$ cat src/rtl/pdma_pkg.sv
package pdma_pkg;
  localparam int CNT_W   = 14;
  localparam int SEL_W   = 5;
  localparam int B_EN    = 31;
  localparam int B_IE    = 30;
  localparam int B_HOLD  = 29;
  localparam int B_DIR   = 28;
  localparam int B_ONCE  = 27;
  localparam int B_FLOW  = 21;
  localparam int SEL_LO  = 16;
  localparam int CNT_LO  = 2;
  localparam int B_PEND  = 30;
  localparam logic [SEL_W-1:0] SEL_OFF = '1;
  localparam logic [31:0] CTL_MASK = 32'hF83F_FFFC;

  typedef enum logic [1:0] {MV_IDLE, MV_READ, MV_WRITE} mv_state_t;
endpackage

$ cat src/rtl/pdma_pace.sv
module pdma_pace #(
  parameter int NREQ = 31
) (
  input  logic                     clk,
  input  logic                     rst_n,
  input  logic [NREQ-1:0]          req,
  input  logic [pdma_pkg::SEL_W-1:0] sel,
  input  logic                     clr,
  input  logic                     take,
  output logic                     credit
);
  logic line, prev, rise;

  always_comb begin
    line = 1'b0;
    for (int i = 0; i < NREQ; i++)
      if (int'(sel) == i) line = req[i];
  end

  assign rise = line & ~prev;

  always_ff @(posedge clk or negedge rst_n) begin
    if (!rst_n) begin
      prev   <= 1'b0;
      credit <= 1'b0;
    end else begin
      prev <= line;
      if (clr)       credit <= 1'b0;
      else if (rise) credit <= 1'b1;
      else if (take) credit <= 1'b0;
    end
  end


  take_has_credit_chk: assert property (@(posedge clk) disable iff (!rst_n)
    take |-> credit);
endmodule

$ cat src/rtl/pdma_mover.sv
module pdma_mover
  import pdma_pkg::*;
(
  input  logic        clk,
  input  logic        rst_n,
  input  logic        go,
  input  logic        dir,
  input  logic        mem_rdy,
  input  logic [31:0] mem_rdata,
  input  logic        per_rdy,
  input  logic [31:0] per_rdata,
  output logic        mem_vld,
  output logic        mem_we,
  output logic        per_vld,
  output logic        per_we,
  output logic [31:0] wdata,
  output logic        accept,
  output logic        done,
  output logic        active
);
  mv_state_t st;
  logic dir_q;
  logic src_rdy, dst_rdy;

  assign src_rdy = dir_q ? mem_rdy : per_rdy;
  assign dst_rdy = dir_q ? per_rdy : mem_rdy;
  assign accept  = (st == MV_IDLE) && go;
  assign done    = (st == MV_WRITE) && dst_rdy;
  assign active  = (st != MV_IDLE);

  always_ff @(posedge clk or negedge rst_n) begin
    if (!rst_n) begin
      st    <= MV_IDLE;
      dir_q <= 1'b0;
      wdata <= '0;
    end else begin
      case (st)
        MV_IDLE:  if (go) begin dir_q <= dir; st <= MV_READ; end
        MV_READ:  if (src_rdy) begin
                    wdata <= dir_q ? mem_rdata : per_rdata;
                    st    <= MV_WRITE;
                  end
        MV_WRITE: if (dst_rdy) st <= MV_IDLE;
        default:  st <= MV_IDLE;
      endcase
    end
  end

  always_comb begin
    mem_vld = ((st == MV_READ) && dir_q) || ((st == MV_WRITE) && !dir_q);
    mem_we  = (st == MV_WRITE) && !dir_q;
    per_vld = ((st == MV_READ) && !dir_q) || ((st == MV_WRITE) && dir_q);
    per_we  = (st == MV_WRITE) && dir_q;
  end


  mem_hold_chk: assert property (@(posedge clk) disable iff (!rst_n)
    mem_vld && !mem_rdy |=> mem_vld && $stable(mem_we) && $stable(wdata));

  per_hold_chk: assert property (@(posedge clk) disable iff (!rst_n)
    per_vld && !per_rdy |=> per_vld && $stable(per_we) && $stable(wdata));

  one_port_chk: assert property (@(posedge clk) disable iff (!rst_n)
    $onehot0({mem_vld, per_vld}));
endmodule

$ cat src/rtl/pdma_channel.sv
module pdma_channel
  import pdma_pkg::*;
#(
  parameter int NREQ = 31,
  parameter int AW   = 32
) (
  input  logic            clk,
  input  logic            rst_n,
  input  logic            glb_en,
  input  logic            ctl_wr,
  input  logic [31:0]     ctl_wdata,
  input  logic            sts_wr,
  input  logic [31:0]     sts_wdata,
  input  logic            mptr_wr,
  input  logic            pptr_wr,
  input  logic [AW-1:0]   ptr_wdata,
  output logic [31:0]     ctl_q,
  output logic [31:0]     sts_q,
  output logic            irq,
  input  logic [NREQ-1:0] preq,
  output logic            mem_vld,
  output logic            mem_we,
  output logic [AW-1:0]   mem_addr,
  output logic [31:0]     mem_wdata,
  input  logic [31:0]     mem_rdata,
  input  logic            mem_rdy,
  output logic            per_vld,
  output logic            per_we,
  output logic [AW-1:0]   per_addr,
  output logic [31:0]     per_wdata,
  input  logic [31:0]     per_rdata,
  input  logic            per_rdy
);
  localparam logic [AW-1:0] STEP = AW'(4);

  logic [31:0]      ctl_r;
  logic [CNT_W-1:0] rem;
  logic             ping, pend;
  logic [AW-1:0]    m_shadow, p_shadow, m_cur, p_cur;
  logic             en, ie, hold, dir, once, flow;
  logic [SEL_W-1:0] sel;
  logic [CNT_W-1:0] wcnt;
  logic             start, halted, go, take, last, wd, credit;
  logic             accept, done, mv_active;
  logic [31:0]      mv_wdata;
  logic             unused_bits;

  assign en   = ctl_r[B_EN];
  assign ie   = ctl_r[B_IE];
  assign hold = ctl_r[B_HOLD];
  assign dir  = ctl_r[B_DIR];
  assign once = ctl_r[B_ONCE];
  assign flow = ctl_r[B_FLOW];
  assign sel  = ctl_r[SEL_LO +: SEL_W];
  assign wcnt = ctl_r[CNT_LO +: CNT_W];
  assign unused_bits = ^{sts_wdata[31], sts_wdata[29:0], ptr_wdata[1:0]};

  assign start  = ctl_wr && ctl_wdata[B_EN] && !en;
  assign halted = en && flow && (sel == SEL_OFF);
  assign go     = en && glb_en && !hold && (!flow || (credit && !halted));
  assign take   = accept && flow;
  assign last   = (rem == '0);
  assign wd     = done && en;

  pdma_pace #(.NREQ(NREQ)) u_pace (
    .clk(clk), .rst_n(rst_n), .req(preq), .sel(sel),
    .clr(start), .take(take), .credit(credit));

  pdma_mover u_mover (
    .clk(clk), .rst_n(rst_n), .go(go), .dir(dir),
    .mem_rdy(mem_rdy), .mem_rdata(mem_rdata),
    .per_rdy(per_rdy), .per_rdata(per_rdata),
    .mem_vld(mem_vld), .mem_we(mem_we),
    .per_vld(per_vld), .per_we(per_we),
    .wdata(mv_wdata), .accept(accept), .done(done), .active(mv_active));

  always_ff @(posedge clk or negedge rst_n) begin
    if (!rst_n) begin
      ctl_r    <= '0;
      rem      <= '0;
      ping     <= 1'b0;
      pend     <= 1'b0;
      m_shadow <= '0;
      p_shadow <= '0;
      m_cur    <= '0;
      p_cur    <= '0;
    end else begin
      if (mptr_wr) m_shadow <= {ptr_wdata[AW-1:2], 2'b00};
      if (pptr_wr) p_shadow <= {ptr_wdata[AW-1:2], 2'b00};

      if (ctl_wr)                 ctl_r <= ctl_wdata & CTL_MASK;
      else if (wd && last && once) ctl_r[B_EN] <= 1'b0;

      if (wd && last)                     pend <= 1'b1;
      else if (sts_wr && sts_wdata[B_PEND]) pend <= 1'b0;

      if (start) begin
        rem   <= ctl_wdata[CNT_LO +: CNT_W];
        ping  <= 1'b0;
        m_cur <= m_shadow;
        p_cur <= p_shadow;
      end else if (wd) begin
        if (!last) begin
          rem   <= rem - 1'b1;
          m_cur <= m_cur + STEP;
        end else if (!once) begin
          rem  <= wcnt;
          ping <= ~ping;
          if (ping) begin
            m_cur <= m_shadow;
            p_cur <= p_shadow;
          end else begin
            m_cur <= m_cur + STEP;
          end
        end
      end
    end
  end

  assign ctl_q     = ctl_r;
  assign sts_q     = {en, pend, halted, ping, 12'b0, rem, 2'b00};
  assign irq       = pend && ie;
  assign mem_addr  = m_cur;
  assign per_addr  = p_cur;
  assign mem_wdata = mv_wdata;
  assign per_wdata = mv_wdata;


  mem_addr_hold_chk: assert property (@(posedge clk) disable iff (!rst_n)
    mem_vld && !mem_rdy |=> $stable(mem_addr));

  once_done_chk: assert property (@(posedge clk) disable iff (!rst_n)
    en && once && wd && last && !ctl_wr |=> !ctl_q[B_EN] && sts_q[B_PEND]);

  cont_stay_chk: assert property (@(posedge clk) disable iff (!rst_n)
    en && !once && wd && last && !ctl_wr |=> ctl_q[B_EN] && sts_q[B_PEND]);

  pend_clr_chk: assert property (@(posedge clk) disable iff (!rst_n)
    sts_wr && sts_wdata[B_PEND] && !(wd && last) |=> !sts_q[B_PEND]);

  halt_idle_chk: assert property (@(posedge clk) disable iff (!rst_n)
    halted && !mv_active |=> !mv_active);

  glb_idle_chk: assert property (@(posedge clk) disable iff (!rst_n)
    !glb_en && !mv_active |=> !mv_active);
endmodule

$ cat config.mk
export PLATFORM = sky130hd
export DESIGN_NAME = pdma_channel
export DESIGN_NICKNAME = d
export VERILOG_FILES = /design/src/rtl/pdma_pkg.sv /design/src/rtl/pdma_pace.sv /design/src/rtl/pdma_mover.sv /design/src/rtl/pdma_channel.sv
export SDC_FILE = /design/constraint.sdc
export NUM_CORES = 1
export LEC_CHECK = 0
export BUFFER_PORTS_ARGS = -buffer_cell sky130_fd_sc_hd__buf_2
export CORE_ASPECT_RATIO = 0.5
export CORE_MARGIN = 4
export CORE_UTILIZATION = 30
export DETAILED_ROUTE_END_ITERATION = 6
export PLACE_DENSITY = 0.66
export SETUP_SLACK_MARGIN = 0.05
export SLEW_MARGIN = 20
export SYNTH_ARGS = -nofsm -noshare
export SYNTH_HDL_FRONTEND = slang
export SYNTH_SLANG_ARGS = --single-unit
$ cat constraint.sdc
create_clock -name clk -period 2 [get_ports clk]
set_clock_uncertainty 0.05 [all_clocks]
set_input_delay 0.2 -clock clk [delete_from_list [all_inputs] [get_ports clk]]
set_output_delay 0.2 -clock clk [all_outputs]
set_load 0.02 [all_outputs]
==> results.md, run 1 <==
- Commonest cells in the netlist: 198 x dfrtp_1, 116 x mux2_2, 74 x nor2_1
- Ys async rst share: 100.0%
- Post-synth top area share: 48.13%
- Root Driver: clkbuf_16
- Most frequent cell after synthesis: dfrtp_1
- Slew Limit Headroom: a little under three fifths
- CP endpoint: rem[6]
- #FFs+latches synth: 198
- Fin worst setup slack: -155.2 ps
- Critical path startpoint category: flip-flop
- Antenna cells: 0
- Port bufs: ~330
- CTS Sinks: 198
- Top cells by area, synth: dfrtp_1 48%, mux2_2 13%, mux2i_1 4.9%
- TritonCTS Buffers: 17
- R2R depth: 6
- Worst vdd ir: 0.6532 mV
- Layout cells sized above 1: 51.64%
- First-pass GRT wire length: 56460 microns
- Via Count: roughly 9700
- Post-synth top area cell: dfrtp_1
- Synth Instances: approximately 950
- Reg-to-reg startpoint: rem[1]
- Max-cap violations: 0
- Final period util: 107.8%
- Required time worst endpoint: about 2300 ps
- Reg clk slew, reported paths: 80 ps
- Peak Freq: between 400 and 500 MHz
- Sequential fraction of the synthesis area: 48.13%
- CTS tree: built
- GP Congestion: 0.9143
- Worst reg2reg setup slack: -160 ps
- Starting Density: between 30% and 40%
- Crit path launch: rem[1]
- Final Util: 47.07%
- Die W: between 200 and 300 microns
- # setup viols final: 65
- Filler instances: approximately 3000
- Max Buffers Root-to-Sink: 2
- Die Height: between 100 and 150 microns
- Clock insertion delay at the later pin of the skew report: ~460 ps
- Core area: approximately 0.033 sq mm
- Crit-path max FO: 3
- Initial antenna violation count: 0
- Post-DP HPWL: 25640 microns
- Area Growth Syn to Fin: 52.99%
- Std cell rows: 47
- YS warnings: 0
- Leak: roughly 7.3 nW
- Min Tclk post-route: roughly 2200 ps
- Layout Nets: 1651
- Die footprint: 0.03752 sq mm
- Power Total: ~18 mW
- Syn avg cell area: about 11 sq um
- GRT Total Usage: between 10% and 20%
- Failing checks: setup timing
- Count of final hold-check violations: 0
- Total grt overflow: 0
- Worst Hold Class: primary input to flip-flop
- Worst setup EP type: flip-flop
- Status: complete, but fails checks
- Worst setup path class: flip-flop to flip-flop
- P per Cell Area: 1139 mW/mm^2
- Tightest Pin Transition: 662.3 ps
- # IOs: 397
- Remaining antenna violation count: 0
- Final wirelength: 37510 microns
- RSZ-0062 raised after global routing: true
- CP arrival: 2480 ps
- Pre-antenna DRT Iters: 5
- R2R Path End: rem[6]
- Detail-routed net length per standard cell: 19.71 microns
- H-tree levels: 4
- Post-synthesis cell area: 0.01029 sq mm
- Post-synth EDFFs: 0
- Max Slew Vio Count: 0
- Synth Flop Type: dfrtp_1
- Initial drt markers: 611
- Vias in the first global route: 9906
- Synth unique cells: 75
- DRC: 0
- Pin count of the biggest net entering global routing: 52
- Vias per inst: 5.090
-- worst max-delay path: stages (launching register included) --
cell	delay, ps
dfrtp_2	420
inv_2	70
ha_4	130
or3b_4	390
or3_4	340
or4_1	510
a31oi_1	170
-- cell usage in the layout (no fill, tap or decap), types with 7 or more instances in the layout --
master,n
a21oi_1,40
nand4_1,17
inv_1,16
nor2_1,69
mux2_2,108
o22ai_2,9
conb_1,25
buf_12,18
nor3_1,11
buf_6,25
o21ai_0,11
buf_2,328
mux2i_1,47
dfrtp_2,9
a22oi_2,19
clkbuf_16,19
nand2_1,40
dfrtp_1,189
nand2b_1,9
o22a_1,8
o211ai_1,7
buf_4,103
dlygate4sd3_1,97
nand3_1,16
and3_1,7
and4_1,7
mux2_4,17
-- metrics by stage --
stage / cell area, sq um / hold WS [ps] / setup WS [ps] / setup TNS (ps) / std cells
2_1_floorplan: 10480 / -145.6 / -137.4 / -3327 / 970
3_3_place_gp: 12960 / 142.4 / -107.8 / -3777 / 1732
3_5_place_dp: 12990 / 144.5 / -123.5 / -4351 / 1733
4_1_cts: 15410 / 0.5381 / -140.7 / -2354 / 1893
5_1_grt: 15750 / 20.57 / -210.3 / -6339 / 1903
6_report: 15750 / 12.68 / -155.2 / -3441 / 1903
-- how the worst min path moves through the flow --
stage                   from                end  slack, ps  cells after the start
2_1_floorplan          rst_n          ctl_q[10]       -150                      0
3_3_place_gp           rst_n       per_addr[12]        140                      1
3_5_place_dp           rst_n       p_shadow[17]        140                      1
4_1_cts         per_rdata[5]   u_mover.wdata[5]        0.5                      3
5_1_grt        per_rdata[21]  u_mover.wdata[21]         20                      3
6_report        per_rdata[0]   u_mover.wdata[0]         10                      3
-- power by group --
part	internal, mW	total [mW]	switching (mW)
combinational	3.52	8.26	4.73
sequential	5.04	5.96	0.922
clock	1.93	3.72	1.80
total	10.5	17.9	7.45
-- metal layers --
metal | GRT usage [%] | routed length [microns] | up-vias
li1 | - | - | 4415
met1 | 22.18 | 14690 | 4859
met2 | 34.31 | 19790 | 301
met3 | 3.198 | 1551 | 111
met4 | 7.843 | 1466 | 0
met5 | 0 | 0 | -
-- sequential cells by signal, summed over array words and instances, names as in the netlist --
signal and count:
per_addr 30, u_pace.prev 1, pend 1, rem 14, u_mover.st 2, p_shadow 30
ping 1, ctl_q 25, u_pace.credit 1, u_mover.wdata 32, m_shadow 30, mem_addr 30
u_mover.dir_q 1
-- area by class of cell --
cell class / count / area (sq um) / share of cell area [%]
clock buffers: 17 / 425.4 / 2.701
clock inverters: 15 / 212.7 / 1.350
inverters: 18 / 67.56 / 0.4290
multi-input cells: 633 / 5291 / 33.60
flip-flops and latches: 198 / 4966 / 31.53
well taps: 441 / 551.8 / 3.503
repair buffers: 581 / 4235 / 26.89
-- timing repair --
action	4_1_cts	5_1_grt
endpoints found under the hold margin	167	0
gates resized for setup	109	70
hold buffers	97	0
setup buffers	26	15
pin swaps	29	32
endpoints found under the setup margin	78	95
cloned	6	3
-- logic make-up after synthesis --
family | synth area share, %
xor+xnor | 0.08509
other cells | 0.03643
compound gates | 12.80
mux | 18.53
fa+ha+maj | 0.2430
buf+inv | 7.851
simple gates | 12.32
flops | 48.13
Note: power is estimated with default switching activity, not from simulation.
==> run 2, diff against run 1 <==
--- a/config.mk
+++ b/config.mk
@@ -10,7 +10,7 @@
 export CORE_MARGIN = 4
 export CORE_UTILIZATION = 30
 export DETAILED_ROUTE_END_ITERATION = 6
-export PLACE_DENSITY = 0.66
+export PLACE_DENSITY = 0.65
 export SETUP_SLACK_MARGIN = 0.05
 export SLEW_MARGIN = 20
 export SYNTH_ARGS = -nofsm -noshare
==> constraint.sdc (replaced) <==
create_clock -name clk -period 2.8 [get_ports clk]
set_clock_uncertainty 0.05 [all_clocks]
set_input_delay 0.28 -clock clk [delete_from_list [all_inputs] [get_ports clk]]
set_output_delay 0.28 -clock clk [all_outputs]
set_load 0.02 [all_outputs]
==> run 2 against run 1 <==
The flow now finishes without violations. Routed wire length fell by 14%. Die area did not move. Sequential share of layout area rose by 6.6 points. Sequential cell count did not move. Global-route usage fell by 2.0 points. Critical path type is now flip-flop to output port. Largest power group unchanged.
==> results.md, run 2 (synthesis results as in run 1) <==
- Root Driver: clkbuf_16
- Max Slew Vio Count: 0
- Placed cells: 1654
- Initial antenna violation count: 1
- Crit-path max FO: 29
- Post-DP HPWL: between 20000 and 25000 microns
- Power Total: 11.43 mW
- Crit-path max cell delay: about 870 ps
- Core area: between 0.03 and 0.04 sq mm
- Final Util: 38.82%
- Total grt overflow: 0
- Pin count of the biggest net entering global routing: 68
- Die W: roughly 270 microns
- First-pass GRT wire length: between 50000 and 60000 microns
- Reg clk slew, reported paths: 80 ps
- Crit-path cells: nand2_1, nor4_1, buf_2
- Layout Nets: 1448
- Starting Density: 30.77%
- Leak: 5.960 nW
- CP delay by family, top: flip-flops
- Max-cap violations: 0
- Most common cell after layout, fill and taps aside: buf_2
- GRT Total Usage: between 10% and 20%
- Met2 Use GR: 30.35%
- CP arrival: about 2200 ps
- Required time worst endpoint: about 2500 ps
- Count of final hold-check violations: 0
- Via Count: 8487
- Final wirelength: 32080 microns
- Max Buffers Root-to-Sink: 2
- Area Growth Syn to Fin: 26.17%
- Peak Freq: between 300 and 400 MHz
- CTS tree: built
- Detail-routed net length per standard cell: 18.86 microns
- Std cell rows: between 40 and 50
- Met1 usage: 21.24%
- DRC: 0
- Final period util: 89.55%
- Grt met3 use: 2.887%
- Final TNS setup: 0 ps
- Tightest Pin Transition: about 800 ps
- Fin cells: around 1700
- Die footprint: 0.03752 sq mm
- Critical-path top delay cell: dfrtp_1
- Worst setup EP type: output port
- Die Height: 139.0 microns
- Buffer and inverter count on the worst path: 1
- # IOs: 397
- Worst setup path class: flip-flop to output port
- # setup viols final: 0
- Clock insertion delay at the later pin of the skew report: about 450 ps
- Remaining antenna violation count: 0
- Status: complete, no violations
- Worst Hold Class: primary input to flip-flop
- RSZ-0062 raised after global routing: false
- Biggest register: u_mover.wdata
- Pre-antenna DRT Iters: 5
- Port bufs: 331
- H-tree levels: 4
- P per Cell Area: 880.1 mW/mm^2
- Most frequent cells in the layout: 330 x buf_2, 197 x dfrtp_1, 116 x mux2_2, 72 x nor2_1, 50 x mux2i_1
- CTS Sinks: 198
- Largest register FFs: 32
- Critical path startpoint category: flip-flop
- Slew Limit Headroom: 46.08%
- Vias in the first global route: about 8500
- Min Tclk post-route: 2507 ps
- Gr busiest metal: met2
- Vias per inst: roughly 5
- Initial drt markers: 605
- Layout cells sized above 1: between 40 and 50%
- TritonCTS Buffers: 17
- Worst vdd ir: 0.4844 mV
- GP Congestion: 0.8881
==> run 2: changes by cell type in the layout (fill, tap and decap cells not counted), sizes merged <==
cell	previous run	this run
bufinv	2	3
buf	481	364
diode	0	1
clkinv	6	4
nor2	76	75
dlygate4sd3	97	14
inv	24	23
==> run 2: power by group <==
group          switching, mW  total [mW]  internal (mW)
Sequential             0.773        4.37           3.59
Clock                   1.19        2.68           1.49
Combinational           2.73        4.38           1.65
==> run 2: area by class of cell <==
cell class	instances	area, sq um
Inverter	18	67.56
Fill cell	3281	20470
Tap cell	441	551.8
Sequential cell	198	4956
Antenna cell	1	2.502
Timing Repair Buffer	379	2118
Multi-Input combinational cell	632	4654
Clock buffer	19	452.9
Clock inverter	13	185.2
==> run 2: final timing paths <==
| kind | to | cells after the start | startpoint | slack [ps] |
|---|---|---|---|---|
| max in group asynchronous | u_mover.dir_q | 3 | rst_n | 1670 |
| min in group asynchronous | per_addr[17] | 2 | rst_n | 290 |
| worst min register to register | per_addr[9] | 1 | p_shadow[9] | 420 |
| worst min-delay path | p_shadow[26] | 2 | ptr_wdata[26] | 30 |
| worst max register to register | mem_addr[29] | 8 | rem[0] | 300 |
| worst max-delay path | sts_q[29] | 3 | ctl_q[17] | 290 |
==> run 2: what timing repair did <==
| action | 4_1_cts | 5_1_grt |
|---|---|---|
| setup endpoints to repair | 0 | 12 |
| hold buffers | 14 | 0 |
| setup buffers | 0 | 0 |
| gates resized for setup | 0 | 2 |
| hold endpoints to repair | 58 | 0 |
==> run 2: per-layer routing <==
layer | up-vias | share of wire [%]
met1 | 4277 | 42
met3 | 38 | 3.3
met5 | - | 0
met2 | 189 | 53
li1 | 3983 | -
met4 | 0 | 1.9
==> run 2: stage by stage <==
step | hold slack (ps) | cell area (sq um) | worst slack, ps
after floorplan | -65.59 | 10390 | 460.7
after global placement | 213.4 | 12170 | 140.3
after detailed placement | 213.6 | 12200 | 124.6
after CTS | 3.476 | 12980 | 56.47
after global routing | 9.074 | 12990 | 124.5
final | 25.34 | 12990 | 292.7
